`config.mk`:
```
export PLATFORM = sky130hd
export DESIGN_NAME = btrs_engine
export DESIGN_NICKNAME = d
export VERILOG_FILES = /design/src/rtl/btrs_pkg.sv /design/src/rtl/btrs_ctrl.sv /design/src/rtl/btrs_datapath.sv /design/src/rtl/btrs_engine.sv
export SDC_FILE = /design/constraint.sdc
export NUM_CORES = 2
export LEC_CHECK = 0
export BUFFER_PORTS_ARGS = -buffer_cell sky130_fd_sc_hd__buf_4
export CORE_ASPECT_RATIO = 0.5
export CORE_MARGIN = 2
export CORE_UTILIZATION = 32
export DETAILED_ROUTE_END_ITERATION = 10
export PLACE_DENSITY = 0.49
export SYNTH_ARGS = -nofsm -noshare
export SYNTH_HDL_FRONTEND = slang
export SYNTH_SLANG_ARGS = --single-unit
```
`constraint.sdc`:
```
create_clock -name clk -period 17 [get_ports clk]
set_input_delay 3.4 -clock clk [delete_from_list [all_inputs] [get_ports clk]]
set_output_delay 3.4 -clock clk [all_outputs]
set_load 0.01 [all_outputs]
```
`src/rtl/btrs_pkg.sv`:
```
package btrs_pkg;
  localparam int IdxW = 4;

  typedef enum logic [1:0] {
    StIdle,
    StSend,
    StStep
  } state_e;

  typedef struct packed {
    logic idle;
    logic capture;
    logic advance;
    logic [IdxW-1:0] wordIdx;
  } strobes_t;
endpackage

```
`src/rtl/btrs_ctrl.sv`:
```
module btrs_ctrl
  import btrs_pkg::*;
#(
  parameter int PTR_W    = 64,
  parameter int WORD_W   = 32,
  parameter int NARROW_W = 32
) (
  input  logic     clk,
  input  logic     rstN,
  input  logic     evValid,
  input  logic     memReady,
  input  logic     latWide,
  output strobes_t st,
  output logic     memValid,
  output logic     busy
);
  localparam int WideFw   = PTR_W / WORD_W;
  localparam int NarrowFw = NARROW_W / WORD_W;

  state_e          state;
  logic [IdxW-1:0] idx;
  logic [IdxW-1:0] lastIdx;

  assign lastIdx = latWide ? IdxW'(3 * WideFw - 1) : IdxW'(3 * NarrowFw - 1);

  always_ff @(posedge clk) begin
    if (!rstN) begin
      state <= StIdle;
      idx   <= '0;
    end else begin
      case (state)
        StIdle: if (evValid) begin
          state <= StSend;
          idx   <= '0;
        end
        StSend: if (memReady) begin
          if (idx == lastIdx) state <= StStep;
          else idx <= idx + 1'b1;
        end
        default: state <= StIdle;
      endcase
    end
  end

  always_comb begin
    st.idle    = (state == StIdle);
    st.capture = (state == StIdle) && evValid;
    st.advance = (state == StStep);
    st.wordIdx = idx;
    memValid   = (state == StSend);
    busy       = (state != StIdle);
  end
endmodule

```
`src/rtl/btrs_datapath.sv`:
```
module btrs_datapath
  import btrs_pkg::*;
#(
  parameter int PTR_W    = 64,
  parameter int WORD_W   = 32,
  parameter int NARROW_W = 32
) (
  input  logic              clk,
  input  logic              rstN,
  input  strobes_t          st,
  input  logic              layoutWide,
  input  logic              cfgWe,
  input  logic [1:0]        cfgSel,
  input  logic [PTR_W-1:0]  cfgData,
  input  logic              evInfo,
  input  logic [PTR_W-1:0]  evSrc,
  input  logic [PTR_W-1:0]  evDst,
  input  logic [7:0]        evType,
  input  logic [PTR_W-1:0]  evData,
  input  logic              irqClr,
  output logic              latWide,
  output logic [PTR_W-1:0]  memAddr,
  output logic [WORD_W-1:0] memData,
  output logic [PTR_W-1:0]  writePtr,
  output logic              irq
);
  localparam int WideFw   = PTR_W / WORD_W;
  localparam int NarrowFw = NARROW_W / WORD_W;
  localparam int ByteW    = WORD_W / 8;

  logic [PTR_W-1:0] baseQ, ptrQ, endQ, thrQ;
  logic             infoQ;
  logic [PTR_W-1:0] srcQ, dstQ, dataQ;
  logic [7:0]       typeQ;

  logic [PTR_W-1:0] mask, recBytes, baseM, ptrM, endM, thrM, nextPtr;
  logic [PTR_W-1:0] fieldVal;
  logic [IdxW-1:0]  fieldIdx, subIdx;
  logic             hit;

  always_comb begin
    mask     = latWide ? {PTR_W{1'b1}} : {{(PTR_W-NARROW_W){1'b0}}, {NARROW_W{1'b1}}};
    recBytes = latWide ? PTR_W'(3 * WideFw * ByteW) : PTR_W'(3 * NarrowFw * ByteW);
    baseM    = baseQ & mask;
    ptrM     = ptrQ & mask;
    endM     = endQ & mask;
    thrM     = thrQ & mask;
    nextPtr  = (ptrM + recBytes) & mask;
    hit      = (ptrM < thrM) && (nextPtr >= thrM) && (thrM <= endM);
  end

  // word index -> field and word within field
  always_comb begin
    if (latWide) begin
      fieldIdx = IdxW'(st.wordIdx / IdxW'(WideFw));
      subIdx   = IdxW'(st.wordIdx % IdxW'(WideFw));
    end else begin
      fieldIdx = IdxW'(st.wordIdx / IdxW'(NarrowFw));
      subIdx   = IdxW'(st.wordIdx % IdxW'(NarrowFw));
    end
    case (fieldIdx)
      IdxW'(0): fieldVal = infoQ ? {PTR_W{1'b1}} : srcQ;
      IdxW'(1): fieldVal = infoQ ? PTR_W'(typeQ) : dstQ;
      default:  fieldVal = infoQ ? dataQ : '0;
    endcase
    fieldVal = fieldVal & mask;
    memData  = fieldVal[subIdx*WORD_W +: WORD_W];
    memAddr  = (ptrQ + PTR_W'(st.wordIdx) * PTR_W'(ByteW)) & mask;
  end

  always_ff @(posedge clk) begin
    if (!rstN) begin
      baseQ <= '0; ptrQ <= '0; endQ <= '0; thrQ <= '0;
      infoQ <= 1'b0; srcQ <= '0; dstQ <= '0; dataQ <= '0; typeQ <= '0;
      latWide <= 1'b0;
      irq <= 1'b0;
    end else begin
      if (cfgWe && st.idle) begin
        case (cfgSel)
          2'd0: baseQ <= cfgData;
          2'd1: ptrQ  <= cfgData;
          2'd2: endQ  <= cfgData;
          default: thrQ <= cfgData;
        endcase
      end
      if (st.capture) begin
        infoQ   <= evInfo;
        srcQ    <= evSrc;
        dstQ    <= evDst;
        typeQ   <= evType;
        dataQ   <= evData;
        latWide <= layoutWide;
      end
      if (st.advance) ptrQ <= (nextPtr >= endM) ? baseM : nextPtr;
      irq <= (st.advance && hit) || (irq && !irqClr);
    end
  end

  assign writePtr = ptrQ;
endmodule

```
`src/rtl/btrs_engine.sv`:
```
module btrs_engine
  import btrs_pkg::*;
#(
  parameter int PTR_W    = 64,
  parameter int WORD_W   = 32,
  parameter int NARROW_W = 32
) (
  input  logic              clk,
  input  logic              rstN,
  input  logic              layoutWide,
  input  logic              cfgWe,
  input  logic [1:0]        cfgSel,
  input  logic [PTR_W-1:0]  cfgData,
  input  logic              evValid,
  input  logic              evInfo,
  input  logic [PTR_W-1:0]  evSrc,
  input  logic [PTR_W-1:0]  evDst,
  input  logic [7:0]        evType,
  input  logic [PTR_W-1:0]  evData,
  input  logic              irqClr,
  input  logic              memReady,
  output logic              memValid,
  output logic [PTR_W-1:0]  memAddr,
  output logic [WORD_W-1:0] memData,
  output logic              busy,
  output logic              irq,
  output logic [PTR_W-1:0]  writePtr
);
  strobes_t st;
  logic     latWide;

  btrs_ctrl #(.PTR_W(PTR_W), .WORD_W(WORD_W), .NARROW_W(NARROW_W)) i_ctrl (
    .clk(clk), .rstN(rstN), .evValid(evValid), .memReady(memReady),
    .latWide(latWide), .st(st), .memValid(memValid), .busy(busy)
  );

  btrs_datapath #(.PTR_W(PTR_W), .WORD_W(WORD_W), .NARROW_W(NARROW_W)) i_dp (
    .clk(clk), .rstN(rstN), .st(st), .layoutWide(layoutWide),
    .cfgWe(cfgWe), .cfgSel(cfgSel), .cfgData(cfgData),
    .evInfo(evInfo), .evSrc(evSrc), .evDst(evDst), .evType(evType), .evData(evData),
    .irqClr(irqClr), .latWide(latWide), .memAddr(memAddr), .memData(memData),
    .writePtr(writePtr), .irq(irq)
  );
endmodule

```
# ---- After elaboration in Yosys (flattened, before gate mapping)
# Cells that the tools add are included.
dict set report classes {
  shift 1
  reduce_logical 22
  order_cmp 4
  n_bitwise 8
  n_addsub 3
  n_eq_ne 10
  mux 21
}
# cell count
set ops {}
lappend ops {{64-bit two-way mux} 8}
lappend ops {{64-bit bitwise AND} 7}
lappend ops {{64-bit greater-or-equal comparator} 2}
lappend ops {{64-bit case mux with 2 select lines} 1}
lappend ops {{64-bit by 6-bit adder with 64-bit output} 1}
lappend ops {{64-bit adder} 1}
lappend ops {{64-bit <= comparator} 1}
lappend ops {{64-bit less-than comparator} 1}
lappend ops {{64-bit by 7-bit indexed part select with 32-bit output} 1}
lappend ops {{4-bit two-way mux} 4}
lappend ops {{4-bit case mux with 2 select lines} 1}
lappend ops {{2-bit AND reduction} 4}
lappend ops {{2-bit nonzero test} 4}
lappend ops {{1-bit logical AND} 6}
lappend ops {{2-bit two-way mux} 3}
lappend ops {{2-bit != test (second input constant)} 3}
lappend ops {{5-bit two-way mux} 1}
lappend ops {{4-bit by 1-bit adder with 4-bit output (second input constant)} 1}
lappend ops {{2-bit by 1-bit equality test with 1-bit output (second input constant)} 2}
lappend ops {{2-bit equality test (second input constant)} 2}
lappend ops {{4-bit by 1-bit equality test with 1-bit output (second input constant)} 1}
lappend ops {{4-bit equality test} 1}
lappend ops {{2-bit zero test} 2}
lappend ops {{4-bit zero test} 1}
lappend ops {{other kinds (10)} 10}
dict set report word_totals {
  output_inout_bits 163
  wordCells 82
  reg_bits 465
}

# ---- Depth between registers and ports, before layout
dict set report depth {
  depth_word 9
  ltp_mapped 25
  mapped_depth_nobuf 20
}

# ---- Hierarchy
# A second synthesis with hierarchy kept.
dict set report hier_totals {
  cells_unflattened 3576
  area_unflattened_um2 29384.4
}
# mod n_inst area_per_inst_um2 cells_each
set by_module_without_submodules {}
lappend by_module_without_submodules {btrs_datapath 1 28987.8 3534}
lappend by_module_without_submodules {btrs_ctrl 1 396.6 42}

# ---- Worst setup path before layout
# OpenSTA, ideal clock, no wires.
dict set report synth_timing {
  kind {register to output}
  start {register i_dp.ptrQ[2] (netlist: i_dp.writePtr[2])}
  end {output port memAddr[58]}
  path_stages_with_launch 13
  path_buffers 1
  arrival_time_ps 3239
  slack_ps 10361
  cell_sequence {dfxtp_1 ha_1 inv_1 fa_1 nor2b_1 o21ai_0 a2111oi_2 and3_1 clkbuf_1 nand3_1 or2_1 or3_1 a21oi_1}
}
dict set report synth_between {
  elab_chain_cells 2
}
# item line_no
set synth_lines {}
lappend synth_lines {{start, declared} btrs_datapath.sv:31} ;# logic [PTR_W-1:0] baseQ, ptrQ, endQ, thrQ;
lappend synth_lines {{start signal, assigned} btrs_datapath.sv:81} ;# 2'd1: ptrQ <= cfgData;
lappend synth_lines {{start signal, assigned} btrs_datapath.sv:94} ;# if (st.advance) ptrQ <= (nextPtr >= endM) ? baseM : nextPtr;
lappend synth_lines {{64-bit by 6-bit adder with 64-bit output} btrs_datapath.sv:68} ;# memAddr = (ptrQ + PTR_W'(st.wordIdx) * PTR_W'(ByteW)) & mask;
lappend synth_lines {{64-bit bitwise AND} btrs_datapath.sv:68}
lappend synth_lines {{end, declared} btrs_engine.sv:23} ;# output logic [PTR_W-1:0] memAddr,
# No other way between the ends.

# ---- Final worst setup path
dict set report layout_timing {
  start {register i_ctrl.idx[0]}
  end {output port memAddr[58]}
}
dict set report layout_between {
  elab_chain_cells 2
}
# item line_no
set layout_lines {}
lappend layout_lines {{start, declared} btrs_ctrl.sv:21} ;# logic [IdxW-1:0] idx;
lappend layout_lines {{start signal, assigned} btrs_ctrl.sv:38} ;# else idx <= idx + 1'b1;
lappend layout_lines {{64-bit by 6-bit adder with 64-bit output} btrs_datapath.sv:68}
lappend layout_lines {{64-bit bitwise AND} btrs_datapath.sv:68}
# No other way between the ends.

==> results.sh <==
export IMPL_status="finished clean"
export IMPL_peakVddDrop_v=0.0000642
export IMPL_setup_tns_ps=0
export IMPL_avgSynthCellArea_um2=7.43
export IMPL_worstSetupPathType="register to output pin"
export IMPL_grt_usage=0.251
export IMPL_worstPathCellList="ha_1 -> inv_1 -> fa_1 -> nor2b_1 -> o21ai_0 -> a2111oi_2 -> and3_1 -> nand3_1 -> or2_1 -> or3_1 -> a21oi_1 -> buf_4"
export IMPL_vias_per_cell=5.35
export IMPL_syn_nets=4372
export IMPL_numPortBuffers=436
export IMPL_ys_ff_latch=465
export IMPL_netlist_area_um2=28500
export IMPL_leakage_nw=14.0
export IMPL_maxSlewViolCount=0
export IMPL_maxCapViolCount=0
export IMPL_row_count=77
export IMPL_clk_pin_slew_ps=60
export IMPL_fin_worst_skew_ps=28.5
export IMPL_grt_pass1_wl_um=177000
export IMPL_critPathArrivalTime_ps=5040
export IMPL_synth_compound_area_frac=0.206
export IMPL_cts_inserted_buffers=49
export IMPL_cts_hold_buf=0
export IMPL_htreeDepth=2
export IMPL_cp_num_buf_inv=2
export IMPL_slowest_stage="a2111oi_2"
export IMPL_rsz0062_at_grt="no"
export IMPL_cellPowerDensity_nw_per_um2=83.8
export IMPL_synthMuxAreaShare=0.0282
export IMPL_grt_pass1_vias=27700
export IMPL_synth_fa_ha_area_frac=0.115
export IMPL_ctsResizeCount=0
export IMPL_firstDrtPassIters=6
export IMPL_cts_root_buf="clkbuf_16"
export IMPL_die_height_um=215
export IMPL_synth_top_family_by_area="simple AND/OR/NAND/NOR gates"
export IMPL_worstSetupStartpointType="register"
export IMPL_yosysTopAreaCell="dfxtp_1"
export IMPL_wirelength_um=119000
export IMPL_core_area_um2=88300
export IMPL_synth_cells=3836
export IMPL_critPathCaptureType="output pin"
export IMPL_cts_setup_buffers=0
export IMPL_yosysWarnings=0
export IMPL_yosysMostFrequentCell="nand2_1"
export IMPL_finalSetupViolCount=0
export IMPL_final_hold_violation_count=0
export IMPL_drive_gt1_frac=0.140
export IMPL_syn_to_final_growth_pct=19.9
export IMPL_period_share=0.497
export IMPL_grt_max_degree=155
export IMPL_io_pins=437
export IMPL_ys_seq_area_frac=0.326
export IMPL_relSlewSlack=0.265
export IMPL_use_met3=0.0354
export IMPL_synthTopCellsByArea="dfxtp_1 (33%), nand2_1 (14%), ha_1 (11%), a21oi_1 (8.1%), clkbuf_1 (3.1%)"
export IMPL_synth_top_area_frac=0.326
export IMPL_place_hpwl_um=84400
export IMPL_fp_dieArea_um2=91700
export IMPL_fillCellCount=9292
export IMPL_max_clock_path_buffers=3
export IMPL_timing_final_crit_period_ps=8440
export IMPL_cp_max_fo=9
export IMPL_via_count=28400
export IMPL_detail_route_antenna_nets=0
export IMPL_synth_edf_count=0
export IMPL_drt_iter0_drc=1958
export IMPL_tightest_slew_ps=1100
export IMPL_cts_tree="done"
export IMPL_gp_congestion=0.917
export IMPL_nets=4617
export IMPL_die_w_um=426
export IMPL_top_usage_layer="met2"
export IMPL_antenna_found_initial=3
export IMPL_clk_latency_ps=630
export IMPL_seq_area_um2=9310
export IMPL_cp_required_ps=13600
export IMPL_wl_per_cell_um=22.5
export IMPL_multi_input_area_um2=17700
export IMPL_grt_remaining_overflow=0
export IMPL_synth_top_flop_cell="dfxtp_1"
export IMPL_grt_use_met2=0.432
export IMPL_synth_async_reset_ratio=0
export IMPL_use_met1=0.330
export IMPL_max_freq_mhz=118
export IMPL_slowest_delay_ps=810
export IMPL_min_path_type="register to register"
export IMPL_cts_sinks=465
export IMPL_synth_xor_area_share=0.0319
export IMPL_start_util=0.323
export IMPL_cp_top_family="simple AND/OR/NAND/NOR gates"
export IMPL_fin_util=0.387
export IMPL_drc=0
export IMPL_yosys_cell_types_count=71
export IMPL_yosys_area_share_simple=0.237
export IMPL_synth_commonest_cells="nand2_1 (1032), dfxtp_1 (465), a21oi_1 (463)"
[worst register-to-register path: stages, from the launching register on]
cell       delay [ps]
dfxtp_4           520
inv_2             130
ha_1              180
inv_1              50
ha_1              190
nand2b_1          260
a211oi_1          270
buf_4             190
nand4_1           370
nor3_1            840
nand3_1           230
xor2_1            210
nor2_1             80
ha_1              360
nand4_1           110
nor4_1            540
o2111ai_1         320
a311o_1           410
a2111o_1          440
o221ai_4          180
buf_4             630
mux2i_1           360
o22ai_1            90
[logic make-up (layout without fill, tap and decap cells)]
| family | Yosys count | in the layout |
|---|---|---|
| and+or+nand+nor | 1587 | 1587 |
| AOI/OAI and AO/OA | 939 | 939 |
| DFF | 465 | 465 |
| buffers and inverters | 399 | 679 |
| adders and majority gates | 262 | 262 |
| xor gates and xnor gates | 104 | 104 |
| muxes | 80 | 80 |
| other | 0 | 3 |
[cell usage in the layout (no fill, tap or decap), types with 4 or more instances in the layout]
cell type and n:
a221oi_1 30, bufinv_16 4, xor2_1 37, and4_1 10
clkbuf_16 49, a311oi_1 4, buf_4 468, xnor2_1 67
and3_1 18, nor3_1 62, a22oi_1 33, and2_1 41
o22ai_1 30, o21bai_1 4, a211oi_1 42, o21ai_0 72
o221ai_1 37, clkbuf_1 8, o211ai_1 10, nor2_1 176
o2111ai_1 6, nand2_1 1030, clkinv_2 7, nor4_1 16
nand4_1 59, a21o_1 54, or3_1 27, a21boi_0 87
nor2b_1 12, inv_1 119, nand2b_1 10, mux2i_1 76
ha_1 260, a21oi_1 463, clkbuf_8 12, a31oi_1 10
dfxtp_1 464, nand3_1 91, o31ai_1 5, a22o_1 26
[sequential cells by signal, summed over array words and instances, names as in the netlist]
name,cells
i_ctrl.idx,4
i_ctrl.state,2
i_dp.baseQ,64
i_dp.dataQ,64
i_dp.dstQ,64
i_dp.endQ,64
i_dp.infoQ,1
i_dp.irq,1
i_dp.latWide,1
i_dp.srcQ,64
i_dp.thrQ,64
i_dp.typeQ,8
i_dp.writePtr,64
[metrics by stage]
step | hold slack, ps | setup slack [ps] | power, W | cells | area, um^2
finish | 453 | 8560 | 0.00287 | 5304 | 34200
global route | 471 | 8260 | 0.00299 | 5304 | 34200
CTS | 455 | 8500 | 0.00289 | 5301 | 34200
detailed placement | 446 | 9230 | 0.00174 | 5215 | 32500
global placement | 441 | 9260 | 0.00174 | 5215 | 32500
floorplan | 436 | 10360 | 0.00151 | 3836 | 28500
[area by class of cell]
| cell class | instances | share of cell area |
|---|---|---|
| diodes | 3 | 0.000220 |
| clock buffers | 69 | 0.0416 |
| clock inverters | 17 | 0.00651 |
| inverters | 123 | 0.0137 |
| multi-input cells | 2972 | 0.518 |
| flip-flops and latches | 465 | 0.272 |
| well taps | 1185 | 0.0434 |
| repair buffers | 470 | 0.104 |
[path summary, 6_finish.rpt]
check,startpoint,endpoint,slack [ps],cells past startpoint
max,i_ctrl.idx[0]$_SDFFE_PN0P_,memAddr[58],8560,12
min,i_dp.srcQ[4]$_SDFFE_PN0P_,i_dp.srcQ[4]$_SDFFE_PN0P_,450,2
max reg2reg,i_dp.latWide$_SDFFE_PN0P_,i_dp.writePtr[21]$_SDFFE_PN0P_,9910,22
min reg2reg,i_dp.srcQ[4]$_SDFFE_PN0P_,i_dp.srcQ[4]$_SDFFE_PN0P_,450,2
[power breakdown]
| group | switching [W] | leakage, nW | total [W] | internal (W) |
|---|---|---|---|---|
| clock | 0.000503 | 0.814 | 0.00115 | 0.000644 |
| combinational | 0.000338 | 9.39 | 0.000540 | 0.000201 |
| sequential | 0.0000412 | 3.79 | 0.00118 | 0.00114 |
| total | 0.000883 | 14.0 | 0.00287 | 0.00198 |
[metal layers]
| layer | vias to the layer above | wire, um |
|---|---|---|
| li1 | 13800 | - |
| met1 | 13700 | 52800 |
| met2 | 735 | 57600 |
| met3 | 134 | 5760 |
| met4 | 0 | 3000 |
| met5 | - | 0 |
No activity file was read; power rests on OpenSTA's default activity.
